[config.mk]
export PLATFORM = sky130hd
export DESIGN_NAME = echo_addr_gen
export DESIGN_NICKNAME = d
export VERILOG_FILES = /design/src/rtl/echo_addr_pkg.sv /design/src/rtl/echo_addr_ctrl.sv /design/src/rtl/echo_addr_dpath.sv /design/src/rtl/echo_addr_gen.sv
export SDC_FILE = /design/constraint.sdc
export NUM_CORES = 1
export LEC_CHECK = 0
export ABC_CLOCK_PERIOD_IN_PS = 3000
export BUFFER_PORTS_ARGS = -buffer_cell sky130_fd_sc_hd__buf_2
export CORE_MARGIN = 3
export CORE_UTILIZATION = 54
export DETAILED_ROUTE_END_ITERATION = 10
export GPL_TIMING_DRIVEN = 0
export PLACE_DENSITY = 0.8
export SKIP_LAST_GASP = 1
export SLEW_MARGIN = 20
export SYNTH_ARGS = -nofsm -noshare
export SYNTH_HDL_FRONTEND = slang
export SYNTH_SLANG_ARGS = --single-unit
[constraint.sdc]
create_clock -name clk -period 3 [get_ports clk]
set_input_delay 0 -clock clk [delete_from_list [all_inputs] [get_ports clk]]
set_output_delay 0 -clock clk [all_outputs]
set_load 0.05 [all_outputs]
[src/rtl/echo_addr_pkg.sv]
package echo_addr_pkg;
  // Strobes passed from the control to the datapath each cycle
  typedef struct packed {
    logic capture;     // register a frame address this cycle
    logic advance;     // step the offset by one frame
    logic clear;       // return the offset to zero
    logic allowWrite;  // the write strobe may fire
  } echoStrobe_t;
endpackage

[src/rtl/echo_addr_ctrl.sv]
module echo_addr_ctrl
  import echo_addr_pkg::*;
#(
  parameter int ADDR_W      = 16,
  parameter int LEN_W       = 4,
  parameter int LEN_SHIFT   = 11,
  parameter int FRAME_BYTES = 4
) (
  input  logic              clk,
  input  logic              rstN,
  input  logic              sampleTick,
  input  logic [LEN_W-1:0]  delayReg,
  input  logic              writeDisable,
  input  logic [ADDR_W-1:0] offset,
  output echoStrobe_t       strobe
);
  localparam int LB_W = ADDR_W + 1;

  logic [LEN_W-1:0] lenHold;
  logic [LB_W-1:0]  lenBytes;
  logic [LB_W-1:0]  nextOffset;
  logic             atEnd;

  always_comb begin
    lenBytes   = LB_W'(lenHold) << LEN_SHIFT;
    nextOffset = LB_W'(offset) + LB_W'(FRAME_BYTES);
    atEnd      = (lenHold == '0) || (nextOffset >= lenBytes);
  end

  always_comb begin
    strobe.capture    = sampleTick;
    strobe.advance    = sampleTick && !atEnd;
    strobe.clear      = sampleTick && atEnd;
    strobe.allowWrite = !writeDisable;
  end

  // The length is taken up only at the wrap point
  always_ff @(posedge clk) begin
    if (!rstN) begin
      lenHold <= '0;
    end else if (strobe.clear) begin
      lenHold <= delayReg;
    end
  end
endmodule

[src/rtl/echo_addr_dpath.sv]
module echo_addr_dpath
  import echo_addr_pkg::*;
#(
  parameter int ADDR_W      = 16,
  parameter int BASE_W      = 8,
  parameter int FRAME_BYTES = 4,
  parameter int WORD_BYTES  = 2
) (
  input  logic              clk,
  input  logic              rstN,
  input  echoStrobe_t       strobe,
  input  logic [BASE_W-1:0] baseReg,
  output logic [ADDR_W-1:0] offset,
  output logic [ADDR_W-1:0] wordAddr [FRAME_BYTES/WORD_BYTES],
  output logic              rdEn,
  output logic              wrEn
);
  localparam int PAGE_SHIFT = ADDR_W - BASE_W;
  localparam int NUM_WORDS  = FRAME_BYTES / WORD_BYTES;

  logic [ADDR_W-1:0] baseAddr;
  logic [ADDR_W-1:0] frameAddr;

  always_comb begin
    baseAddr  = ADDR_W'(baseReg) << PAGE_SHIFT;
    frameAddr = baseAddr + offset;
  end

  always_ff @(posedge clk) begin
    if (!rstN) begin
      offset <= '0;
    end else if (strobe.clear) begin
      offset <= '0;
    end else if (strobe.advance) begin
      offset <= offset + ADDR_W'(FRAME_BYTES);
    end
  end

  for (genvar w = 0; w < NUM_WORDS; w++) begin : g_word
    always_ff @(posedge clk) begin
      if (!rstN) begin
        wordAddr[w] <= '0;
      end else if (strobe.capture) begin
        wordAddr[w] <= frameAddr + ADDR_W'(w * WORD_BYTES);
      end
    end
  end

  always_ff @(posedge clk) begin
    if (!rstN) begin
      rdEn <= 1'b0;
      wrEn <= 1'b0;
    end else begin
      rdEn <= strobe.capture;
      wrEn <= strobe.capture && strobe.allowWrite;
    end
  end
endmodule

[src/rtl/echo_addr_gen.sv]
module echo_addr_gen
  import echo_addr_pkg::*;
#(
  parameter int ADDR_W      = 16,
  parameter int BASE_W      = 8,
  parameter int LEN_W       = 4,
  parameter int LEN_SHIFT   = 11,
  parameter int FRAME_BYTES = 4,
  parameter int WORD_BYTES  = 2
) (
  input  logic              clk,
  input  logic              rstN,
  input  logic              sampleTick,
  input  logic [BASE_W-1:0] baseReg,
  input  logic [LEN_W-1:0]  delayReg,
  input  logic              writeDisable,
  output logic [ADDR_W-1:0] frameAddrL,
  output logic [ADDR_W-1:0] frameAddrR,
  output logic              rdEn,
  output logic              wrEn
);
  localparam int NUM_WORDS = FRAME_BYTES / WORD_BYTES;

  echoStrobe_t       strobe;
  logic [ADDR_W-1:0] offset;
  logic [ADDR_W-1:0] wordAddr [NUM_WORDS];

  echo_addr_ctrl #(
    .ADDR_W(ADDR_W), .LEN_W(LEN_W), .LEN_SHIFT(LEN_SHIFT), .FRAME_BYTES(FRAME_BYTES)
  ) u_ctrl (
    .clk(clk), .rstN(rstN), .sampleTick(sampleTick), .delayReg(delayReg),
    .writeDisable(writeDisable), .offset(offset), .strobe(strobe)
  );

  echo_addr_dpath #(
    .ADDR_W(ADDR_W), .BASE_W(BASE_W), .FRAME_BYTES(FRAME_BYTES), .WORD_BYTES(WORD_BYTES)
  ) u_dpath (
    .clk(clk), .rstN(rstN), .strobe(strobe), .baseReg(baseReg),
    .offset(offset), .wordAddr(wordAddr), .rdEn(rdEn), .wrEn(wrEn)
  );

  assign frameAddrL = wordAddr[0];
  assign frameAddrR = wordAddr[NUM_WORDS-1];
endmodule

# After elaboration in Yosys (flattened, before gate mapping)
# Index checks and enable logic that the tools add are counted.
[op_classes]
reduce_logical = 8
bitwise_logic = 1
magnitude_cmp = 1
n_addsub = 4
[op_table]
columns = ["cell", "n"]
rows = [
  ["$add 16x3->17 const B", 1],
  ["$ge 17x15->1", 1],
  ["$add 16x16->16", 1],
  ["$add 16x2->16 const B", 1],
  ["$add 16x3->16 const B", 1],
  ["$logic_not 4->1", 1],
  ["$logic_and 1x1->1", 3],
  ["$logic_not 1->1", 2],
  ["$reduce_or 2->1", 1],
  ["$logic_or 1x1->1", 1],
  ["$not 1->1", 1],
]
[word_totals]
input_bits = 16
word_cells = 20
reg_bits = 54
out_inout_bits = 34

# Depth between registers and ports, before layout
[depth]
ltp_word = 5
depth_mapped = 14
ltp_nobuf = 13

# Hierarchy
# From an unflattened synthesis, not the netlist that was laid out.
[hier_totals]
cells_unflattened = 244
area_unflattened_um2 = 2134.5
[by_module_without_submodules]
columns = ["module", "instances", "cells_per_inst", "area_per_inst_um2"]
rows = [
  ["echo_addr_dpath", 1, 194, 1709.1],
  ["echo_addr_ctrl", 1, 50, 425.4],
]

# Least setup slack after synthesis
# OpenSTA, ideal clock, no wires.
[synth_path]
path_type = "flip-flop to flip-flop"
from = "register u_dpath.offset[2]"
to = "register u_dpath.offset[3]"
path_slack_ns = 0.246
synth_period_minus_slack_ns = 2.754
setup_time_ns = 0.117
path_buffers = 1
t_required_ns = 2.883
arrival_time_ns = 2.637
stages_incl_launch_ff = 14
path_cell_list = "dfxtp_1 ha_1 nand3_1 nor2_1 nand3_1 nor2_1 xor2_1 ha_1 nand3_1 nor2_1 o221ai_1 o2111a_2 buf_6 a32o_1"
[synth_between]
elab_chain_len = 5
elab_cells_between_ends = 8
[synth_lines]
columns = ["element", "line", "source"]
rows = [
  ["from (decl)", "echo_addr_dpath.sv:13", "output logic [ADDR_W-1:0] offset,"],
  ["from (signal assigned)", "echo_addr_dpath.sv:35", "offset <= offset + ADDR_W'(FRAME_BYTES);"],
  ["$add 16x3->17 *", "echo_addr_ctrl.sv:26", "nextOffset = LB_W'(offset) + LB_W'(FRAME_BYTES);"],
  ["net u_ctrl.nextOffset[14]", "echo_addr_ctrl.sv:21", "logic [LB_W-1:0] nextOffset;"],
  ["$ge 17x15->1 *", "echo_addr_ctrl.sv:27", "atEnd = (lenHold == '0) || (nextOffset >= lenBytes);"],
  ["$logic_or 1x1->1 *", "echo_addr_ctrl.sv:27", ""],
  ["$logic_and 1x1->1 / $logic_not 1->1 (equally long branches)", "echo_addr_ctrl.sv:33, echo_addr_ctrl.sv:32", ""],
  ["$reduce_or 2->1 (no source line) / $logic_and 1x1->1 (equally long branches)", "--", ""],
]
# Mark *: on every way through the listed nets, which the timed path passes. The rest lies on a longest branch.
# A chain may end at the register's enable or synchronous reset.

# Worst setup path in the final report
[layout_path]
from = "register u_dpath.offset[4]"
to = "register u_dpath.offset[14]"
# Same word-level chain as after synthesis.

==> run_results.csv <==
group,metric,value,unit
worst_setup_path,critPathRequiredTime,3190,ps
floorplanning,start_util,57.2,%
sta,setup_ws,215,ps
clocking,cts_sinks,35,
clocking,clk_pin_slew_worst_paths,70,ps
sta,maxSlewViolCount,0,
synthesis,synthesis.area,2140,um2
floorplanning,die_y,69.0,um
floorplanning,std_cell_rows,22,
outcome,outcome,"completed",
final_layout,final_common_cell,"buf_2",
floorplanning,die_w,69.0,um
drt,wire_per_inst,12.8,um
synthesis,ys_seq_area_share,32.7,%
sta,setup_violations,0,
placement,io_buffers,45,
sta,rsz0062_at_grt,"false",
clocking,cts_buffers,5,
worst_setup_path,worst_ep_arrival_time,2970,ps
worst_setup_path,start_kind,"register",
floorplanning,coreArea,3740,um2
placement,place.gp.congestion,0.842,
synthesis,yosys_warnings,0,
floorplanning,ios,50,
synthesis,synth-seq-cells,35,
drt,first_pass_iters,4,
final_layout,nFillCells,332,
clocking,cts_root_buffer,"clkbuf_8",
clocking,cts_tree,"yes",
global_routing,grt_pass1_wl,7230,um
final_layout,final_nets,333,
clocking,clkLatencyLatePin,300,ps
sta,worst_pin_slew,715,ps
final_layout,final_cell_mix,"46 x buf_2, 33 x dfxtp_1, 26 x nand2_1",
worst_setup_path,worstSetupEndpointType,"register",
synthesis,avgSynthCellArea,8.82,um2
drt,viasPerCell,5.21,
sta,clock_skew,9.11,ps
global_routing,grtUsageTotal,20.6,%
final_layout,area_growth,22.0,%
flow_run,maxCapViolCount,0,
synthesis,synthCells,243,
worst_hold_path,hp-class,"input port to register",
sta,min_period,2780,ps
global_routing,grt_overflow,0,
power_and_ir_drop,vdd_drop_max,367,uV
worst_setup_path,regToRegSetupSlack,220,ps
power_and_ir_drop,power_density,404,nW/um2
placement,dp_hpwl,3270,um
drt,drt_iter0_markers,106,
final_layout,drive_above_1_share,27.6,%
drt,wirelength,4510,um
power_and_ir_drop,power,1060,uW
final_layout,n_antenna_cell,0,
drt,drc,0,
synthesis,ys_types,44,
clocking,htreeDepth,2,
worst_setup_path,crit_fanout,10,
global_routing,antenna_found_initial,0,
drt,postRouteAntennaNets,0,
sta,hold_ws,85.4,ps
worst_setup_path,worstSetupPathType,"register to register",
power_and_ir_drop,power_leakage,0.00125,uW
placement,pre_cts_slack,-217,ps
sta,slew_headroom,52.3,%
global_routing,grt_max_degree,11,
drt,vias,1835,
sta,hold_viol_final,0,
sta,fmax,0.359,GHz
floorplanning,die_area,4760,um2
sta,finalCritPeriodShare,92.8,%
global_routing,grt_pass1_vias,1688,
clocking,clockBufferDepth,2,
## state kept, by name, indices dropped and copies added (netlist names)
name	flops
u_ctrl.lenHold	4
u_dpath.offset	14
u_dpath.rdEn	1
u_dpath.wordAddr	15
u_dpath.wrEn	1
## Yosys cell counts (all sizes together)
| library cell | n | area, um2 |
|---|---|---|
| nor3b | 1 | 7.51 |
| a211o | 1 | 8.76 |
| a31oi | 4 | 25.0 |
| clkbuf | 7 | 26.3 |
| buf | 24 | 189 |
| nand3b | 4 | 30.0 |
| nand3 | 9 | 45.0 |
| nand4 | 4 | 25.0 |
| mux2i | 18 | 180 |
| or3 | 1 | 6.26 |
| o221ai | 1 | 8.76 |
| and2 | 2 | 12.5 |
| or2b | 1 | 7.51 |
| xor2 | 6 | 52.6 |
| nor2 | 10 | 37.5 |
| xnor2 | 7 | 61.3 |
| nor4 | 2 | 12.5 |
| and4 | 3 | 28.8 |
| a211oi | 2 | 20.0 |
| o21a | 3 | 22.5 |
| conb | 1 | 3.75 |
| ha | 13 | 163 |
| o21ai | 11 | 55.1 |
| a21boi | 2 | 15.0 |
| a21o | 1 | 7.51 |
| inv | 9 | 33.8 |
| o211a | 1 | 10.0 |
| and3 | 6 | 37.5 |
| nor3 | 2 | 10.0 |
| o2111a | 1 | 12.5 |
| nand4b | 1 | 8.76 |
| a21oi | 3 | 15.0 |
| fa | 1 | 20.0 |
| a32o | 4 | 40.0 |
| nand2 | 26 | 97.6 |
| dfxtp | 35 | 701 |
| nor2b | 15 | 96.3 |
| o41ai | 1 | 8.76 |
## worst max-delay path: stages, from the launching register on
cell	delay (ps)
dfxtp_1	300
buf_4	160
and4_4	180
buf_6	120
and2_1	180
and3_1	200
xor2_1	160
ha_1	300
nand2_1	60
nor2_1	100
o221ai_1	120
o2111a_2	360
buf_6	170
a32o_1	240
## where the power goes
group	total (uW)	internal (uW)	switching (uW)
sequential	494	480	13.8
combinational	227	83.7	144
clock	336	163	173
total	1060	727	330
## cell families after synthesis
kind of cell | count (synthesis) | share of synthesized area [%]
buf+inv | 40 | 11.6
other cells | 1 | 0.175
flops | 35 | 32.7
compound gates | 35 | 11.6
xor+xnor | 13 | 5.32
fa+ha+maj | 14 | 8.53
simple gates | 87 | 21.6
mux | 18 | 8.41
## layer usage
metal / up-vias / track usage [%] / routed length, um
li1: 947 / - / -
met1: 829 / 25.3 / 2040
met2: 52 / 34.6 / 2120
met3: 7 / 3.89 / 265
met4: 0 / 9.25 / 72
met5: - / 0 / 0
## area by class of cell
type,instances,area [um2],share of cell area (%)
plain buffers,31,215,8.23
clock buffers,7,76.3,2.92
well taps,48,60.1,2.30
multi-input cells,170,1230,47.2
flip-flops and latches,35,708,27.1
inverters,9,33.8,1.29
clock inverters,1,5.00,0.191
repair buffers,51,283,10.8
## timing repair
item	CTS	global route
hold buffers	5	0
resized for setup	5	5
setup buffers	0	1
endpoints found under the setup margin	17	17
endpoints found under the hold margin	5	0
pin swaps	0	1
cloned	0	0
## through the flow
stage	setup TNS [ps]	cells	utilization, %	cell area, um2
floorplan	0	245	-	2150
global placement	-2170	338	65.0	2430
detailed placement	-2970	338	65.0	2430
CTS	0	351	68.9	2580
global route	0	352	69.8	2610
finish	0	352	69.8	2610
## worst paths after layout
kind | startpoint | end | cells after the start
max reg2reg | u_dpath.offset[4] | u_dpath.offset[14] | 13
max | u_dpath.offset[4] | u_dpath.offset[14] | 13
min reg2reg | u_dpath.wordAddr[1] | u_dpath.wordAddr[1] | 1
min | baseReg[0] | u_dpath.wordAddr[8] | 4
Power figures use the tool's default switching activity.
